[src/rtl/ppc_pkg.sv]
package ppc_pkg;

    // control byte positions the block acts on
    localparam int CTRL_RUN_BIT = 5;
    localparam int CTRL_AUXB_BIT = 3;
    localparam int CTRL_AUXA_BIT = 2;

    typedef struct packed {
        logic run;
        logic aux_b;
        logic aux_a;
    } ctrl_t;

    // status byte, msb first
    typedef struct packed {
        logic [1:0] zero_hi;
        logic       started;
        logic       zero_mid;
        logic       lvl_b;
        logic       lvl_a;
        logic       dir;
        logic       fresh;
    } status_t;

    function automatic ctrl_t decode_ctrl(input logic [7:0] b);
        ctrl_t c;
        c.run   = b[CTRL_RUN_BIT];
        c.aux_b = b[CTRL_AUXB_BIT];
        c.aux_a = b[CTRL_AUXA_BIT];
        return c;
    endfunction

    function automatic status_t pack_status(input logic started, input logic lvl_b,
                                            input logic lvl_a, input logic dir,
                                            input logic fresh);
        status_t s;
        s.zero_hi  = 2'b00;
        s.started  = started;
        s.zero_mid = 1'b0;
        s.lvl_b    = lvl_b;
        s.lvl_a    = lvl_a;
        s.dir      = dir;
        s.fresh    = fresh;
        return s;
    endfunction

endpackage

[src/rtl/ppc_edge_sync.sv]
module ppc_edge_sync #(
    parameter int STAGES = 2
) (
    input  logic clk,
    input  logic rst,
    input  logic async_in,
    output logic level,
    output logic rise
);
    // STAGES synchronizer flops plus one history flop for edge detect
    logic [STAGES:0] chain;

    always_ff @(posedge clk) begin
        if (rst) chain[0] <= 1'b0;
        else     chain[0] <= async_in;
    end

    for (genvar i = 1; i <= STAGES; i++) begin : g_stage
        always_ff @(posedge clk) begin
            if (rst) chain[i] <= 1'b0;
            else     chain[i] <= chain[i-1];
        end
    end

    assign level = chain[STAGES-1];
    assign rise  = chain[STAGES-1] & ~chain[STAGES];

    // a detected edge is a single-cycle event
    a_r1_rise_single: assert property (@(posedge clk) disable iff (rst)
        rise |=> !rise);

endmodule

[src/rtl/ppc_gate_timer.sv]
module ppc_gate_timer #(
    parameter int GATE_CYCLES = 500_000_000
) (
    input  logic clk,
    input  logic rst,
    input  logic run,
    output logic wrap
);
    localparam int TW = (GATE_CYCLES > 2) ? $clog2(GATE_CYCLES) : 1;
    localparam logic [TW-1:0] LAST = TW'(GATE_CYCLES - 1);

    logic [TW-1:0] tick;

    always_ff @(posedge clk) begin
        if (rst || !run)   tick <= '0;
        else if (tick == LAST) tick <= '0;
        else               tick <= tick + TW'(1);
    end

    assign wrap = run && (tick == LAST);

    // the timer never leaves its window range
    a_r1_tick_range: assert property (@(posedge clk) disable iff (rst)
        tick <= LAST);
    // an idle timer sits at zero
    a_r8_tick_idle: assert property (@(posedge clk) disable iff (rst)
        !run |=> tick == '0);

endmodule

[src/rtl/ppc_accum.sv]
module ppc_accum #(
    parameter int CNT_W = 32
) (
    input  logic             clk,
    input  logic             rst,
    input  logic             run,
    input  logic             wrap,
    input  logic             rise,
    output logic [CNT_W-1:0] result,
    output logic             fresh
);
    logic [CNT_W-1:0] live;

    always_ff @(posedge clk) begin
        if (rst) begin
            live   <= '0;
            result <= '0;
            fresh  <= 1'b0;
        end else if (!run) begin
            live <= '0;
        end else if (wrap) begin
            result <= live;
            live   <= {{(CNT_W-1){1'b0}}, rise};
            fresh  <= ~fresh;
        end else if (rise) begin
            live <= live + CNT_W'(1);
        end
    end

    // the toggle flips on every window close
    a_r5_toggle_on_wrap: assert property (@(posedge clk) disable iff (rst)
        wrap |=> fresh != $past(fresh));
    // the result and the toggle hold between closes
    a_r2_result_hold: assert property (@(posedge clk) disable iff (rst)
        !wrap |=> $stable(result) && $stable(fresh));
    // the new window starts from zero or from the boundary edge
    a_r3_restart: assert property (@(posedge clk) disable iff (rst)
        wrap |=> live <= CNT_W'(1));
    // the running count is cleared while idle
    a_r8_live_idle: assert property (@(posedge clk) disable iff (rst)
        !run |=> live == '0);

endmodule

[src/rtl/period_pulse_counter.sv]
module period_pulse_counter
    import ppc_pkg::*;
#(
    parameter int GATE_CYCLES = 500_000_000,
    parameter int CNT_W       = 32,
    parameter int SYNC_STAGES = 2
) (
    input  logic             clk,
    input  logic             rst,
    input  logic             pulse_in,
    input  logic             dir_in,
    input  logic [7:0]       ctrl_in,
    output logic [7:0]       status_out,
    output logic [CNT_W-1:0] count_out,
    output logic             aux_out_a,
    output logic             aux_out_b
);
    ctrl_t   ctl;
    status_t sts;
    logic    run_q;
    logic    pulse_rise;
    logic    pulse_lvl_unused;
    logic    dir_lvl;
    logic    dir_rise_unused;
    logic    wrap;
    logic    fresh;
    logic    ctrl_unused;

    assign ctl = decode_ctrl(ctrl_in);
    assign ctrl_unused = ^{ctrl_in[7:6], ctrl_in[4], ctrl_in[1:0]};

    always_ff @(posedge clk) begin
        if (rst) begin
            run_q     <= 1'b0;
            aux_out_a <= 1'b0;
            aux_out_b <= 1'b0;
        end else begin
            run_q     <= ctl.run;
            aux_out_a <= ctl.aux_a;
            aux_out_b <= ctl.aux_b;
        end
    end

    ppc_edge_sync #(.STAGES(SYNC_STAGES)) u_pulse_sync (
        .clk(clk), .rst(rst), .async_in(pulse_in),
        .level(pulse_lvl_unused), .rise(pulse_rise)
    );

    ppc_edge_sync #(.STAGES(SYNC_STAGES)) u_dir_sync (
        .clk(clk), .rst(rst), .async_in(dir_in),
        .level(dir_lvl), .rise(dir_rise_unused)
    );

    ppc_gate_timer #(.GATE_CYCLES(GATE_CYCLES)) u_timer (
        .clk(clk), .rst(rst), .run(run_q), .wrap(wrap)
    );

    ppc_accum #(.CNT_W(CNT_W)) u_accum (
        .clk(clk), .rst(rst), .run(run_q), .wrap(wrap), .rise(pulse_rise),
        .result(count_out), .fresh(fresh)
    );

    assign sts = pack_status(run_q, aux_out_b, aux_out_a, dir_lvl, fresh);
    assign status_out = sts;

    // the running flag follows the enable bit one clock later
    a_r4_started: assert property (@(posedge clk) disable iff (rst)
        !rst |=> status_out[5] == $past(ctrl_in[5]));
    // the discrete outputs follow their control bits one clock later
    a_r6_aux_follow: assert property (@(posedge clk) disable iff (rst)
        !rst |=> aux_out_a == $past(ctrl_in[2]) && aux_out_b == $past(ctrl_in[3]));
    // when stopped, the result is frozen
    a_r8_hold_stopped: assert property (@(posedge clk) disable iff (rst)
        !status_out[5] |=> $stable(count_out));

endmodule

[config.mk]
export PLATFORM = sky130hd
export DESIGN_NAME = period_pulse_counter
export DESIGN_NICKNAME = d
export VERILOG_FILES = /design/src/rtl/ppc_pkg.sv /design/src/rtl/ppc_edge_sync.sv /design/src/rtl/ppc_gate_timer.sv /design/src/rtl/ppc_accum.sv /design/src/rtl/period_pulse_counter.sv
export SDC_FILE = /design/constraint.sdc
export NUM_CORES = 1
export LEC_CHECK = 0
export BUFFER_PORTS_ARGS = -buffer_cell sky130_fd_sc_hd__buf_2
export CORE_UTILIZATION = 57
export DETAILED_ROUTE_END_ITERATION = 16
export PLACE_DENSITY_LB_ADDON = 0.12
export SETUP_SLACK_MARGIN = 0.05
export SKIP_CTS_REPAIR_TIMING = 1
export SKIP_LAST_GASP = 1
export SLEW_MARGIN = 5
export SYNTH_ARGS = -nofsm -noshare
export SYNTH_HDL_FRONTEND = slang
export SYNTH_SLANG_ARGS = --single-unit
[constraint.sdc]
create_clock -name clk -period 3 [get_ports clk]
set_clock_uncertainty 0.05 [all_clocks]
set_input_delay 0.15 -clock clk [delete_from_list [all_inputs] [get_ports clk]]
set_output_delay 0.15 -clock clk [all_outputs]
set_load 0.02 [all_outputs]
---- Yosys cells after proc, flatten, opt, wreduce, memory -nomap -nowiden ----
Index checks and enable logic that the tools add are counted.
Widths: inputs -> output; s select.
cells by class
  $mul .................................... 0
  reduce and logical (&&, ||, !) cells .... 8
  mux-type cells .......................... 2
  add/subtract/negate cells ............... 2
  shift operators ......................... 0
  equality and inequality tests ........... 1
  bitwise gates (word level) .............. 4
  order comparisons ....................... 0
  div/mod/pow operators ................... 0
operator list
  operator               number
  $add 32x1->32 const B  1
  $add 29x1->29 const B  1
  $eq 29x29->1 const B   1
  $reduce_or 2->1        2
  $not 1->1              3
  $reduce_or 3->1        1
  $mux 1                 2
  $reduce_and 2->1       1
  $reduce_bool 2->1      1
  $and 1x1->1            1
  $logic_and 1x1->1      1
  $logic_not 1->1        1
  $logic_or 1x1->1       1
word-level totals
  ROM bits ................................ 0
  logic and storage cells ................. 30
  bits in latches ......................... 0
  bits in registers ....................... 102
  input bits .............................. 12
  output and inout port bits .............. 42
  memory bits (writable) .................. 0
  memories kept ........................... 0

---- Logic depth before layout (Yosys ltp) ----
  depth in word-level cells ............... 4
  gate-level depth with buffers ........... 8
  gate-level depth less buffers ........... 6

---- Cells and area by module ----
From an unflattened synthesis, not the netlist that was laid out.
unflattened totals
  cells, all modules ...................... 510
  area total of the unflattened synthesis .. 4356.7 sq um
by module, submodules not included
  module                times used  sequential area each (sq um)  cells an instance  area each (sq um)
  ppc_accum             1           1301.2                        311                2626.3
  ppc_gate_timer        1           580.6                         170                1412.6
  ppc_edge_sync         2           60.1                          7                  87.6
  period_pulse_counter  1           60.1                          15                 142.6

---- Least setup slack after synthesis ----
OpenSTA, ideal clock, no wires.
  path kind ............................... flip-flop to flip-flop
  start point ............................. reg u_accum.live[10]
  end point ............................... reg u_accum.live[31]
  stages on the path, launching flop included .. 6
  buffers on the path ..................... 0
  required time ........................... 2883 ps
  period minus slack after synthesis ...... 1949 ps
  library setup time ...................... 67 ps
  path slack .............................. 1051 ps
  arrival ................................. 1831 ps
  cell sequence ........................... dfxtp_1 and4_4 nand4_4 or4_1 or3_1 a21oi_2
on the way
  cells in the longest elaborated chain, start to end .. 1
RTL lines
  element                 line             RTL
  start, declared         ppc_accum.sv:12  logic [CNT_W-1:0] live;
  start signal, assigned  ppc_accum.sv:23  live <= {{(CNT_W-1){1'b0}}, rise};
  start signal, assigned  ppc_accum.sv:26  live <= live + CNT_W'(1);
  $add 32x1->32           ppc_accum.sv:26
No other way between the ends.
A chain may end at the register's enable or synchronous reset.

---- Worst setup path in the final report ----
  start point ............................. reg u_timer.tick[0]
  end point ............................... reg u_timer.tick[28]
on the way
  cells in the longest elaborated chain, start to end .. 2
  elaborated cells between the ends (all ways) .. 3
  classes of those cells .................. add/sub (1); eq/ne (1); reduce/logical (1)
RTL lines
  element                                                                line                  RTL
  start, declared                                                        ppc_gate_timer.sv:12  logic [TW-1:0] tick;
  start signal, assigned                                                 ppc_gate_timer.sv:17  else tick <= tick + TW'(1);
  parallel branches: the longest is 2 deep, another holds $add 29x1->29  --
Parallel ways; which one is timed is not known.

==> qor.yml <==
overflow: 0
vias: 3478
arrival_ns: 2.51
synth_area_sq_um: 4280
fillerInstances: 635
totalWireLength_mm: 8.43
start_util_pct: 59.0
cp_slowest_cell: "nor4b_1"
clk_latency_ns: 0.35
rr_worst_depth: 6
maxCapViolCount: 0
met1_usage_pct: 33.4
crit_start: "u_timer.tick[0]"
dp_cells: 625
hold_depth: 2
worst-setup-path-type: "reg2reg"
slew_headroom_pct: 47.4
drcViolationCount: 0
period_share_pct: 77.4
antenna_left: 0
cp-start-kind: "register"
fin_hold_ws_ns: -0.0108
htreeDepth: 3
tns_ns: 0
rows: 31
setup_viol_count_final: 0
irDropWorstVdd_mv: 0.277
syn_area_per_cell_sq_um: 8.40
final_layout_size_suffix_gt1_share_pct: 13.4
synth_cells: 509
grt_max_degree: 43
ioPinCount: 54
die-width_um: 88.6
area.growth.synth_to_final_pct: 12.0
final_nets: 555
rrSetupSlack_ns: 0.68
grt_first_pass_wirelength_mm: 13.8
wl_per_cell_um: 13.1
power_density_nw_per_um2: 503
use_met3_pct: 3.36
slowest_delay_ns: 0.62
endpoint: "u_timer.tick[28]"
rsz0062_at_grt: "false"
final_common_cell: "dfxtp_1"
first_iter_violations: 213
ys_types: 42
grt_usage_pct: 22.7
n_antenna_cell: 0
fin_crit_ns: 2.32
rr_startpoint: "u_timer.tick[0]"
final_cell_mix: "dfxtp_1, nand2_1, nor2_1, buf_2, a21oi_1"
fmax_mhz: 431
ys_ff_latch: 102
crit_chain: "ha_1 -> nand3_1 -> or2_2 -> nor4b_1 -> a211o_1 -> o21ai_0"
synthDominantCellAreaShare_pct: 47.7
core_sq_um: 7250
ctsLongestPathBuffers: 2
end_kind: "register"
clockRootBuffer: "clkbuf_8"
clk_pin_slew_worst_paths_ns: 0.09
grt_pass1_vias: 2940
status: "complete, but fails checks"
cts_buffers: 9
gr-usage-met2_pct: 32.9
crit_required_ns: 3.19
port_buffers: 45
cts_tree: "yes"
violations: "hold timing"
place.gp.congestion: 0.911
die_h_um: 88.6
ys.warnings.count: 0
grt-busiest-layer: "met1"
synth_top_area_cell: "dfxtp_1"
post-dp-hpwl_mm: 5.62
hp-class: "in2reg"
p_leak_uw: 0.00167
final_cells: 644
netlist_top_cells_area: "dfxtp_1, nand2_1, xor2_1"
drt_pass1_iterations: 4
antenna_found_initial: 0
timing_worst_slew_pin_value_ns: 0.787
reg2reg_to: "u_timer.tick[28]"
die_area_sq_um: 7860
vias_per_cell: 5.40
cp_max_fo: 12
maxSlewViolCount: 0
yosysSeqAreaShare_pct: 47.7
timing_hold_violations_final: 1
clkSinkCount: 102
flip-flops by register name, indices dropped and copies added, names as in the netlist:
register and count:
run_q 1, aux_out_b 1, u_dir_sync.level 1, u_dir_sync.chain 1, aux_out_a 1, u_accum.result 32
u_timer.tick 29, u_pulse_sync.level 1, u_pulse_sync.chain 2, u_accum.fresh 1, u_accum.live 32
cells in the mapped netlist:
cell type,count
xnor2_1,15
a211o_1,1
nor4_1,13
or2_2,3
a311o_1,1
nand4_1,27
nand4bb_1,1
a211oi_1,1
clkbuf_1,26
inv_1,6
or4_1,1
ha_1,2
nor4b_1,2
or3_1,5
dfxtp_1,102
a21boi_0,1
a21oi_1,42
o21ai_0,6
and3_1,9
nor2_1,54
nand4_4,1
clkbuf_2,1
a31oi_1,3
a21o_1,1
nor4bb_1,1
nand2b_1,1
and2_0,1
nor3_1,9
o211ai_1,1
and4_4,1
buf_2,2
nor2b_1,11
a21oi_2,1
buf_4,8
xor2_1,32
mux2i_1,1
and2_1,1
nand2_1,85
nand3_1,19
and4b_1,1
and4_1,9
conb_1,1
worst max-delay path: cells and delay by family, from the launching register on:
kind	cells	cell delay [ns]
adder cells (fa/ha/maj)	1	0.19
flip-flops	1	0.38
AO/OA/AOI/OAI	2	0.28
AND/OR/NAND/NOR	3	1.30
worst min-delay path by stage:
stage / from / end / slack [ns]
floorplan: ctrl_in[2] / aux_out_a / 0.23
global placement: dir_in / u_dir_sync.chain[0] / 0.31
detailed placement: ctrl_in[5] / run_q / 0.31
CTS: dir_in / u_dir_sync.chain[0] / -0.06
global route: ctrl_in[2] / aux_out_a / 0.004
finish: ctrl_in[2] / aux_out_a / -0.01
cell families after synthesis:
family                     after synthesis  synth area share, %
AOI/OAI and AO/OA                       58                 7.40
xor gates and xnor gates                47                 9.62
adders and majority gates                2                0.585
buffers and inverters                   43                 4.56
DFF                                    102                 47.7
muxes                                    1                0.234
other                                    1               0.0877
and+or+nand+nor                        255                 29.8
area by class of cell:
class	instances	area (sq um)	area share (%)
tap	99	124	2.59
multi-input combinational	366	2050	42.8
timing repair buffer	56	318	6.64
inverter	6	22.5	0.470
clock buffer	9	124	2.59
clock inverter	6	111	2.32
sequential	102	2040	42.6
metal layers:
metal / wire (um) / up-vias
met3: 321 / 12
met4: 160 / 0
met2: 3540 / 73
met1: 4400 / 1598
li1: - / 1795
met5: 0 / -
through the flow:
step	cell area [sq um]	setup slack, ns	total power (uW)	utilization [%]	hold WS [ns]
floorplan	4290	1.05	1430	-	0.228
global placement	4510	0.765	1440	62.2	0.312
detailed placement	4510	0.701	1440	62.2	0.313
CTS	4750	0.683	2430	65.5	-0.0563
global route	4790	0.494	2490	66.0	0.00393
finish	4790	0.677	2410	66.0	-0.0108
power by group:
group	switching (uW)	internal [uW]	leakage, uW	total [uW]
clock network	450	549	0.000115	999
logic	33.0	16.0	0.000729	49.1
registers	3.31	1360	0.000823	1360
Note: power is estimated with default switching activity, not from simulation.
